==> src/rtl/rxcc_pkg.sv <==
package rxcc_pkg;
    localparam int WORD_W = 32;
    localparam int BODY_W = 19;
    localparam int CRC_W  = 5;
    localparam int TYPE_W = 3;
    localparam logic [CRC_W-1:0] CRC_POLY = 5'b10101;

    typedef enum logic [TYPE_W-1:0] {
        SYM_OPEN  = 3'd0,
        SYM_CLOSE = 3'd1,
        SYM_STOMP = 3'd2,
        SYM_MCAST = 3'd3
    } sym_kind_e;
endpackage

==> src/rtl/rxcc_crc5.sv <==
module rxcc_crc5
    import rxcc_pkg::*;
#(
    parameter int N_BITS = BODY_W
) (
    input  logic [N_BITS-1:0] body,
    output logic [CRC_W-1:0]  crc
);
    logic [CRC_W-1:0] r;
    logic             fb;

    always_comb begin
        r  = '1;
        fb = 1'b0;
        for (int i = N_BITS - 1; i >= 0; i--) begin
            fb = r[CRC_W-1] ^ body[i];
            r  = {r[CRC_W-2:0], 1'b0};
            if (fb) r = r ^ CRC_POLY;
        end
        crc = r;
    end
endmodule

==> src/rtl/rxcc_word_decode.sv <==
module rxcc_word_decode
    import rxcc_pkg::*;
#(
    parameter logic [7:0] K_IDLE = 8'hBC,
    parameter logic [7:0] K_CS   = 8'h7C
) (
    input  logic              in_valid,
    input  logic [WORD_W-1:0] in_data,
    input  logic [3:0]        in_kflag,
    output logic              is_data,
    output logic              is_sym,
    output logic [BODY_W-1:0] body,
    output logic [CRC_W-1:0]  crc_rx
);
    logic [7:0] lead;

    always_comb begin
        lead    = in_data[WORD_W-1 -: 8];
        is_data = in_valid && (in_kflag == 4'b0000);
        is_sym  = in_valid && (in_kflag == 4'b1000) && (lead == K_CS);
        body    = in_data[CRC_W +: BODY_W];
        crc_rx  = in_data[CRC_W-1:0];
    end

    // An idle lead character never decodes as data or symbol
    always_comb begin
        if (in_valid && in_kflag[3] && lead == K_IDLE) begin
            assert_idle_not_classified_R1: assert (!is_data && !is_sym);
        end
    end
endmodule

==> src/rtl/rxcc_pkt_framer.sv <==
module rxcc_pkt_framer
    import rxcc_pkg::*;
#(
    parameter int MAX_WORDS = 69
) (
    input  logic              clk,
    input  logic              rst_n,
    input  logic              ev_data,
    input  logic [WORD_W-1:0] ev_word,
    input  logic              ev_open,
    input  logic              ev_close,
    input  logic              ev_stomp,
    output logic              out_valid,
    output logic [WORD_W-1:0] out_data,
    output logic              out_sop,
    output logic              out_eop,
    output logic              out_err,
    output logic              size_error,
    output logic              stomp_pulse
);
    localparam int CNT_W = $clog2(MAX_WORDS + 1);
    localparam logic [CNT_W-1:0] CNT_LIMIT = CNT_W'(MAX_WORDS);

    typedef struct packed {
        logic              open;
        logic              have;
        logic [WORD_W-1:0] hold;
        logic              hsop;
        logic [CNT_W-1:0]  cnt;
        logic              ov;
        logic [WORD_W-1:0] od;
        logic              osop;
        logic              oeop;
        logic              oerr;
        logic              szerr;
        logic              stomp;
    } frm_t;

    frm_t st_d, st_q;

    always_comb begin
        st_d       = st_q;
        st_d.ov    = 1'b0;
        st_d.osop  = 1'b0;
        st_d.oeop  = 1'b0;
        st_d.oerr  = 1'b0;
        st_d.szerr = 1'b0;
        st_d.stomp = 1'b0;

        if (ev_data && st_q.open) begin
            if (st_q.cnt == CNT_LIMIT) begin
                st_d.ov    = st_q.have;
                st_d.od    = st_q.hold;
                st_d.osop  = st_q.hsop;
                st_d.oeop  = 1'b1;
                st_d.oerr  = 1'b1;
                st_d.szerr = 1'b1;
                st_d.open  = 1'b0;
                st_d.have  = 1'b0;
            end else begin
                st_d.ov   = st_q.have;
                st_d.od   = st_q.hold;
                st_d.osop = st_q.hsop;
                st_d.hold = ev_word;
                st_d.hsop = (st_q.cnt == '0);
                st_d.have = 1'b1;
                st_d.cnt  = st_q.cnt + CNT_W'(1);
            end
        end else if (ev_open || ev_close || ev_stomp) begin
            st_d.ov    = st_q.have;
            st_d.od    = st_q.hold;
            st_d.osop  = st_q.hsop;
            st_d.oeop  = st_q.have;
            st_d.oerr  = st_q.have && ev_stomp;
            st_d.stomp = ev_stomp;
            st_d.have  = 1'b0;
            st_d.open  = ev_open;
            st_d.cnt   = '0;
        end

        if (!st_d.ov) begin
            st_d.osop = 1'b0;
            st_d.oeop = 1'b0;
            st_d.oerr = 1'b0;
        end
    end

    always_ff @(posedge clk) begin
        if (!rst_n) begin
            st_q <= '0;
        end else begin
            st_q <= st_d;
        end
    end

    assign out_valid   = st_q.ov;
    assign out_data    = st_q.od;
    assign out_sop     = st_q.osop;
    assign out_eop     = st_q.oeop;
    assign out_err     = st_q.oerr;
    assign size_error  = st_q.szerr;
    assign stomp_pulse = st_q.stomp;

    assert_overrun_closes_R8: assert property (@(posedge clk) disable iff (!rst_n)
        size_error |-> (out_valid && out_eop && out_err));

    assert_count_bounded_R8: assert property (@(posedge clk) disable iff (!rst_n)
        st_q.cnt <= CNT_LIMIT);

    assert_overrun_then_closed_R8: assert property (@(posedge clk) disable iff (!rst_n)
        size_error |-> !st_q.open);

    assert_sop_needs_valid_R2: assert property (@(posedge clk) disable iff (!rst_n)
        out_sop |-> out_valid);

    assert_stomp_never_clean_R6: assert property (@(posedge clk) disable iff (!rst_n)
        stomp_pulse |-> (!out_valid || (out_eop && out_err)));
endmodule

==> src/rtl/rxcc_classifier.sv <==
module rxcc_classifier
    import rxcc_pkg::*;
#(
    parameter int         MAX_WORDS = 69,
    parameter logic [7:0] K_IDLE    = 8'hBC,
    parameter logic [7:0] K_CS      = 8'h7C
) (
    input  logic        clk,
    input  logic        rst_n,
    input  logic        in_valid,
    input  logic [31:0] in_data,
    input  logic [3:0]  in_kflag,
    output logic        pkt_valid,
    output logic [31:0] pkt_data,
    output logic        pkt_sop,
    output logic        pkt_eop,
    output logic        pkt_err,
    output logic        sym_valid,
    output logic [18:0] sym_body,
    output logic        sym_error,
    output logic        stomp,
    output logic        mcast,
    output logic        size_error
);
    logic              is_data;
    logic              is_sym;
    logic [BODY_W-1:0] body;
    logic [CRC_W-1:0]  crc_rx;
    logic [CRC_W-1:0]  crc_calc;
    logic              sym_ok;
    logic [TYPE_W-1:0] kind;
    logic              ev_open, ev_close, ev_stomp;

    typedef struct packed {
        logic              sv;
        logic [BODY_W-1:0] sb;
        logic              se;
        logic              mc;
    } symo_t;

    symo_t so_d, so_q;

    rxcc_word_decode #(
        .K_IDLE (K_IDLE),
        .K_CS   (K_CS)
    ) u_decode (
        .in_valid (in_valid),
        .in_data  (in_data),
        .in_kflag (in_kflag),
        .is_data  (is_data),
        .is_sym   (is_sym),
        .body     (body),
        .crc_rx   (crc_rx)
    );

    rxcc_crc5 #(
        .N_BITS (BODY_W)
    ) u_crc (
        .body (body),
        .crc  (crc_calc)
    );

    always_comb begin
        sym_ok   = is_sym && (crc_calc == crc_rx);
        kind     = body[BODY_W-1 -: TYPE_W];
        ev_open  = sym_ok && (kind == SYM_OPEN);
        ev_close = sym_ok && (kind == SYM_CLOSE);
        ev_stomp = sym_ok && (kind == SYM_STOMP);

        so_d.sv = sym_ok;
        so_d.sb = sym_ok ? body : '0;
        so_d.se = is_sym && !sym_ok;
        so_d.mc = sym_ok && (kind == SYM_MCAST);
    end

    always_ff @(posedge clk) begin
        if (!rst_n) begin
            so_q <= '0;
        end else begin
            so_q <= so_d;
        end
    end

    rxcc_pkt_framer #(
        .MAX_WORDS (MAX_WORDS)
    ) u_framer (
        .clk         (clk),
        .rst_n       (rst_n),
        .ev_data     (is_data),
        .ev_word     (in_data),
        .ev_open     (ev_open),
        .ev_close    (ev_close),
        .ev_stomp    (ev_stomp),
        .out_valid   (pkt_valid),
        .out_data    (pkt_data),
        .out_sop     (pkt_sop),
        .out_eop     (pkt_eop),
        .out_err     (pkt_err),
        .size_error  (size_error),
        .stomp_pulse (stomp)
    );

    assign sym_valid = so_q.sv;
    assign sym_body  = so_q.sb;
    assign sym_error = so_q.se;
    assign mcast     = so_q.mc;

    assert_bad_symbol_dropped_R5: assert property (@(posedge clk) disable iff (!rst_n)
        sym_error |-> !sym_valid);

    assert_mcast_from_good_R7: assert property (@(posedge clk) disable iff (!rst_n)
        mcast |-> (sym_valid && !stomp));

    assert_idle_silent_R1: assert property (@(posedge clk) disable iff (!rst_n)
        (in_valid && in_kflag[3] && in_data[31:24] == K_IDLE)
        |=> (!sym_valid && !pkt_valid && !sym_error));

    assert_symbol_forwarded_R4: assert property (@(posedge clk) disable iff (!rst_n)
        (in_valid && in_kflag == 4'b1000 && in_data[31:24] == K_CS
         && crc_calc == in_data[4:0])
        |=> (sym_valid && sym_body == $past(in_data[23:5])));
endmodule

==> config.mk <==
export PLATFORM = sky130hd
export DESIGN_NAME = rxcc_classifier
export DESIGN_NICKNAME = d
export VERILOG_FILES = /design/src/rtl/rxcc_pkg.sv /design/src/rtl/rxcc_crc5.sv /design/src/rtl/rxcc_word_decode.sv /design/src/rtl/rxcc_pkt_framer.sv /design/src/rtl/rxcc_classifier.sv
export SDC_FILE = /design/constraint.sdc
export NUM_CORES = 1
export LEC_CHECK = 0
export BUFFER_PORTS_ARGS = -buffer_cell sky130_fd_sc_hd__buf_2
export CORE_MARGIN = 2
export CORE_UTILIZATION = 55
export DETAILED_ROUTE_END_ITERATION = 7
export GPL_TIMING_DRIVEN = 0
export PLACE_DENSITY = 0.78
export SLEW_MARGIN = 20
export SYNTH_ARGS = -nofsm -noshare
export SYNTH_HDL_FRONTEND = slang
export SYNTH_HIERARCHICAL = 1
export SYNTH_SLANG_ARGS = --single-unit
==> constraint.sdc <==
create_clock -name clk -period 6.3 [get_ports clk]
set_input_delay 0.63 -clock clk [delete_from_list [all_inputs] [get_ports clk]]
set_output_delay 0.63 -clock clk [all_outputs]
set_load 0.01 [all_outputs]
Yosys cells after proc, flatten, opt, wreduce, memory -nomap -nowiden
Cells that the tools add are included.
- bits in registers: 102
- input bits: 39
- word-level logic and storage cells: 117
- output and inout bits: 60
- reduce and logical (&&, ||, !) cells: 25
- bitwise gates (word level): 39
- add/subtract/negate cells: 1
- multiplexer cells: 27
- eq/ne operators: 9
- operators by type and width (operator ; count):
    5-bit two-way mux ; 19
    43-bit two-way mux ; 2
    3-bit NOT ; 18
    1-bit bitwise XOR ; 18
    2-bit AND reduction ; 6
    1-bit logical AND ; 11
    8-bit by 7-bit == test with 1-bit output, second input constant ; 1
    7-bit by 1-bit adder with 7-bit output, second input constant ; 1
    7-bit == test, second input constant ; 1
    7-bit logical NOT ; 1
    7-bit two-way mux ; 1
    3-bit by 2-bit == test with 1-bit output, second input constant ; 2
    5-bit == test ; 1
    4-bit == test, second input constant ; 1
    4-bit logical NOT ; 1
    2-bit two-way mux ; 2
    2-bit inequality test, second input constant ; 2
    3-bit by 1-bit == test with 1-bit output, second input constant ; 1
    3-bit logical NOT ; 1
    3-bit two-way mux ; 1
    1-bit NOT ; 3
    3-bit OR reduction ; 1
    1-bit logical OR ; 2
    1-bit two-way mux ; 2
    other kinds (2) ; 2

Longest topological paths before layout
- depth in word-level cells: 45
- depth in mapped cells: 15
- mapped depth without buffers: 11

Cells and area by module
The synthesis kept the hierarchy.
- by module, submodules not included (module ; cells each ; instances ; seq. area each (um^2) ; area each (um^2)):
    rxcc_pkt_framer ; 395 ; 1 ; 1601.5 ; 3488.3
    rxcc_classifier ; 87 ; 1 ; 440.4 ; 907.1
    rxcc_crc5 ; 35 ; 1 ; 0.0 ; 326.6
    rxcc_word_decode ; 30 ; 1 ; 0.0 ; 227.7

Worst setup path after synthesis
No wires, ideal clock.
- path type: input-to-reg
- start: in in_data[10]
- end: reg u_framer.st_q (netlist bit u_framer/out_data[10])
- path buffers: 4
- library setup time: 0.076 ns
- stages on the path: 14
- required time: 6.224 ns
- setup slack: 2.991 ns
- arrival time: 3.233 ns
- cells stage by stage: buf_4 > xnor2_2 > xnor2_1 > xnor2_1 > xnor3_1 > xnor2_1 > nand3_2 > buf_6 > nor3_2 > a2111o_1 > buf_2 > clkbuf_1 > nand2_1 > a21boi_0
- elaborated cells on any way between the ends: 24
- classes of those cells: 1 x eq/ne; 6 x mux; 10 x bitwise; 7 x reduce/logical
- RTL lines (item ; RTL line ; text):
    start: declaration ; rxcc_classifier.sv:11 ; input logic [31:0] in_data,
    1-bit bitwise XOR * ; rxcc_crc5.sv:16 ; fb = r[CRC_W-1] ^ body[i];
    5-bit two-way mux * ; rxcc_crc5.sv:18 ; if (fb) r = r ^ CRC_POLY;
    1-bit bitwise XOR ; rxcc_crc5.sv:16 ;
    5-bit two-way mux * ; rxcc_crc5.sv:18 ;
    1-bit bitwise XOR ; rxcc_crc5.sv:16 ;
    5-bit two-way mux * ; rxcc_crc5.sv:18 ;
    1-bit bitwise XOR ; rxcc_crc5.sv:16 ;
    5-bit two-way mux * ; rxcc_crc5.sv:18 ;
    [3 not listed] ; -- ;
    5-bit two-way mux * ; rxcc_crc5.sv:18 ;
    net crc_calc[4] ; rxcc_classifier.sv:29 ; logic [CRC_W-1:0] crc_calc;
    5-bit == test * ; rxcc_classifier.sv:64 ; sym_ok = is_sym && (crc_calc == crc_rx);
    1-bit logical AND * ; rxcc_classifier.sv:64 ;
    1-bit logical AND * ; rxcc_classifier.sv:68 ; ev_stomp = sym_ok && (kind == SYM_STOMP);
    net ev_stomp ; rxcc_classifier.sv:32 ; logic ev_open, ev_close, ev_stomp;
    1-bit logical OR * ; rxcc_pkt_framer.sv:69 ; end else if (ev_open || ev_close || ev_stomp) begin
    2-bit nonzero test (no source line) * ; -- ;
    end signal: assignment ; rxcc_pkt_framer.sv:92 ; st_q <= st_d;
    end: declaration ; rxcc_pkt_framer.sv:39 ; frm_t st_d, st_q;
Mark *: on every way through the listed nets, which the timed path passes. The rest lies on a longest branch.
A chain may end at the register's enable or synchronous reset.

Worst setup path in the final report
- start: in in_data[12]
- end: reg u_framer.st_q (netlist bit u_framer/out_data[17])
- elaborated cells on any way between the ends: 30
- classes of those cells: 1 x eq/ne; 8 x mux; 14 x bitwise; 7 x reduce/logical
- RTL lines (item ; RTL line):
    1-bit bitwise XOR * ; rxcc_crc5.sv:16
    5-bit two-way mux * ; rxcc_crc5.sv:18
    1-bit bitwise XOR ; rxcc_crc5.sv:16
    5-bit two-way mux * ; rxcc_crc5.sv:18
    1-bit bitwise XOR ; rxcc_crc5.sv:16
    5-bit two-way mux * ; rxcc_crc5.sv:18
    1-bit bitwise XOR ; rxcc_crc5.sv:16
    5-bit two-way mux * ; rxcc_crc5.sv:18
    [7 not listed] ; --
    5-bit two-way mux * ; rxcc_crc5.sv:18
    net crc_calc[4] ; rxcc_classifier.sv:29
    5-bit == test * ; rxcc_classifier.sv:64
    1-bit logical AND * ; rxcc_classifier.sv:64
    1-bit logical AND * ; rxcc_classifier.sv:68
    net ev_stomp ; rxcc_classifier.sv:32
    1-bit logical OR * ; rxcc_pkt_framer.sv:69
    2-bit nonzero test (no source line) * ; --
Marked as above.

==> qor.txt <==
status -> complete, no violations
# resized after CTS -> 0
Hold Crit Class -> reg -> reg
layout cells sized above 1 -> 0.377
Synth Area in Adders -> 0.00758
via count -> 3811
worst path arrival time -> 3.92 ns
Boundary Pins -> 99
vias in the first global route -> 3709
Netlist Area Pre-Place -> 0.00495 sq mm
Seq/Total Area, Yosys -> 0.413
Leak -> 2.31 nW
synth top area cells -> dfxtp_1, nand2_1, buf_4
maxcap violations -> 0
compound-cell area share of the yosys netlist -> 0.156
EDFF count, synth -> 0
cell mode on critical path -> xnor2_1
Nets -> 698
Via density -> 4.96
Crit Path Max Fanout -> 10
per-cell routed wire length -> 13.5 um
Clock Skew -> 0.0102 ns
Hold Path End -> u_framer/st_q[49]
WP buf/inv -> 5
ant diodes -> 0
CP delay by family, top -> XOR/XNOR gates
hpwl dp -> 7790 um
Peak Freq -> 275 MHz
Worst path depth -> 15
Final Critical Period -> 3.63 ns
CTS H-tree depth -> 3
Post-Synth Simple-Gate Area -> 0.218
Routed Antenna Nets -> 0
mux contribution to synthesized area -> 0
syn avg cell area -> 9.05 sq um
min-delay src -> u_framer/st_q[49]
r2r endpoint -> u_framer/st_q[39]
clk_lat worst skew -> 0.36 ns
Clk pin slew, worst setup/hold paths -> 0.09 ns
Hold Buf Count CTS -> 0
Core Rows -> 34
Fillers -> 714
post-route cell area -> 0.00577 sq mm
slew margin rel. -> 0.653
Starting Density -> 0.568
Post-Syn Instances -> 547
endpoints failing setup -> 0
syn nets -> 589
CP cell instances -> buf_2, buf_4, xor2_1, xnor2_1, xnor2_1, xnor3_1, xnor2_1, nand3_2, buf_6, nor3_2, a2111o_1, buf_2, clkbuf_1, nand2_1, a21boi_0
# DRC -> 0
worst hold stages -> 2
XOR/XNOR share of the synthesized area -> 0.0733
Setup TNS -> 0 ns
I/O Buffers -> 98
final design utilization -> 0.662
Critical-path top delay cell -> clkbuf_1
Sink Count -> 102
Period Utilization, post-route -> 0.577
Initial DRC Count -> 128
Die H -> 98.9 um
DR pass1 iterations -> 4
CTS buffer count -> 9
first-pass GRT wire length -> 17400 um
top cell types by occurrence after synthesis -> nand2_1, dfxtp_1, buf_4, a21boi_0, xnor2_1
Synth area leader -> dfxtp_1
Slew Limit Fails -> 0
Crit Path Category -> in -> reg
die span in x -> 98.9 um
RD Place Congestion -> 0.885
post-synthesis cell type count -> 50
CP required -> 6.59 ns
Synth async-reset ratio -> 0
RSZ-0062 raised after global routing -> false
R2R Setup Slk -> 4.64 ns
slowest stage delay, CP -> 0.42 ns
dominant synthesized flop cell -> dfxtp_1
clock root cell -> clkbuf_8
GR Overflow Total -> 0
worst r2r src -> u_framer/st_q[38]
R2R depth -> 7
P per Cell Area -> 231 mW/mm^2
Tot GR Track Use -> 0.219
largest net degree at the start of global routing -> 17
Worst-Margin Slew -> 0.519 ns
Post-CTS Setup Bufs -> 0
Critical Path End Type -> flip-flop
Final Hold Viols -> 0
startpoint types -> input port
number of synthesized register bits -> 102
core footprint -> 0.00872 sq mm
main combinational cell family by area after synthesis -> simple AND/OR/NAND/NOR gates
Synth warnings -> 6
top-count cell post-synth -> nand2_1
initial antenna violation count -> 0
CTS tree -> done
DRT Wirelength -> 10400 um
die footprint -> 0.00977 sq mm
Synth top area share -> 0.413
CTS max path bufs -> 2
maximum VDD drop -> 0.000102 V
area added between synthesis and finish -> 16.6%
placed cell area -> 0.00558 sq mm
[tightest hold or removal path, stage by stage (launching register included)]
cell      delay (ns)
dfxtp_1         0.32
nand2_1         0.05
a21boi_1        0.05
[cells by family after synthesis]
| logic type | after synthesis |
|---|---|
| and+or+nand+nor | 223 |
| buffers and inverters | 92 |
| xor gates and xnor gates | 39 |
| AOI/OAI and AO/OA | 88 |
| adders and majority gates | 3 |
| DFF | 102 |
[layout by cell type, fill, tap and decap left out, types with 10 or more instances in the layout]
master,synthesis,final
a21boi_2,28,28
buf_6,11,11
xnor2_1,31,31
buf_2,5,103
dfxtp_1,102,102
nand2_1,159,159
clkbuf_1,13,13
buf_4,59,59
clkbuf_8,0,10
a21boi_0,36,36
nor3_2,18,18
[registers in the layout (all words and copies together) (netlist names)]
signal	count
u_framer/out_valid	1
u_framer/stomp_pulse	1
sym_valid	1
sym_error	1
sym_body	19
u_framer/out_eop	1
u_framer/out_err	1
u_framer/st_q	42
mcast	1
u_framer/out_sop	1
u_framer/out_data	32
u_framer/size_error	1
[area by class of cell]
type | instances | area, sq um | area share
inverters | 4 | 15.0 | 0.00260
repair buffers | 98 | 490 | 0.0850
plain buffers | 88 | 641 | 0.111
multi-input cells | 353 | 2250 | 0.390
clock buffers | 10 | 138 | 0.0238
flip-flops and latches | 102 | 2040 | 0.354
clock inverters | 5 | 58.8 | 0.0102
well taps | 108 | 135 | 0.0234
[where the power goes]
group	switching [mW]	internal [mW]
logic	0.163	0.116
clock network	0.219	0.193
registers	0.000000398	0.644
total	0.382	0.953
[stage by stage]
step / setup slack, ns / instances / total power [mW] / hold slack, ns
detailed placement: 2.32 / 753 / 0.937 / 0.451
finish: 2.67 / 768 / 1.33 / 0.463
floorplan: 2.99 / 547 / 0.883 / 0.430
global route: 2.35 / 768 / 1.39 / 0.483
global placement: 2.45 / 753 / 0.927 / 0.448
CTS: 2.69 / 768 / 1.35 / 0.464
[metal layers]
metal	share of wire	GRT usage	vias to the layer above
li1	-	-	1943
met1	0.47	0.297	1768
met2	0.48	0.359	84
met3	0.040	0.0284	16
met4	0.015	0.0769	0
met5	0	0	-
[worst max path at each step]
stage	slack, ns	to	start
after floorplan	2.99	u_framer/out_data[10]	in_data[10]
after global placement	2.45	u_framer/out_data[29]	in_data[10]
after detailed placement	2.32	u_framer/out_data[14]	in_data[11]
after CTS	2.69	u_framer/out_data[20]	in_data[10]
after global routing	2.35	u_framer/out_data[17]	in_data[10]
final	2.67	u_framer/out_data[17]	in_data[12]
Note: power is estimated with default switching activity, not from simulation.
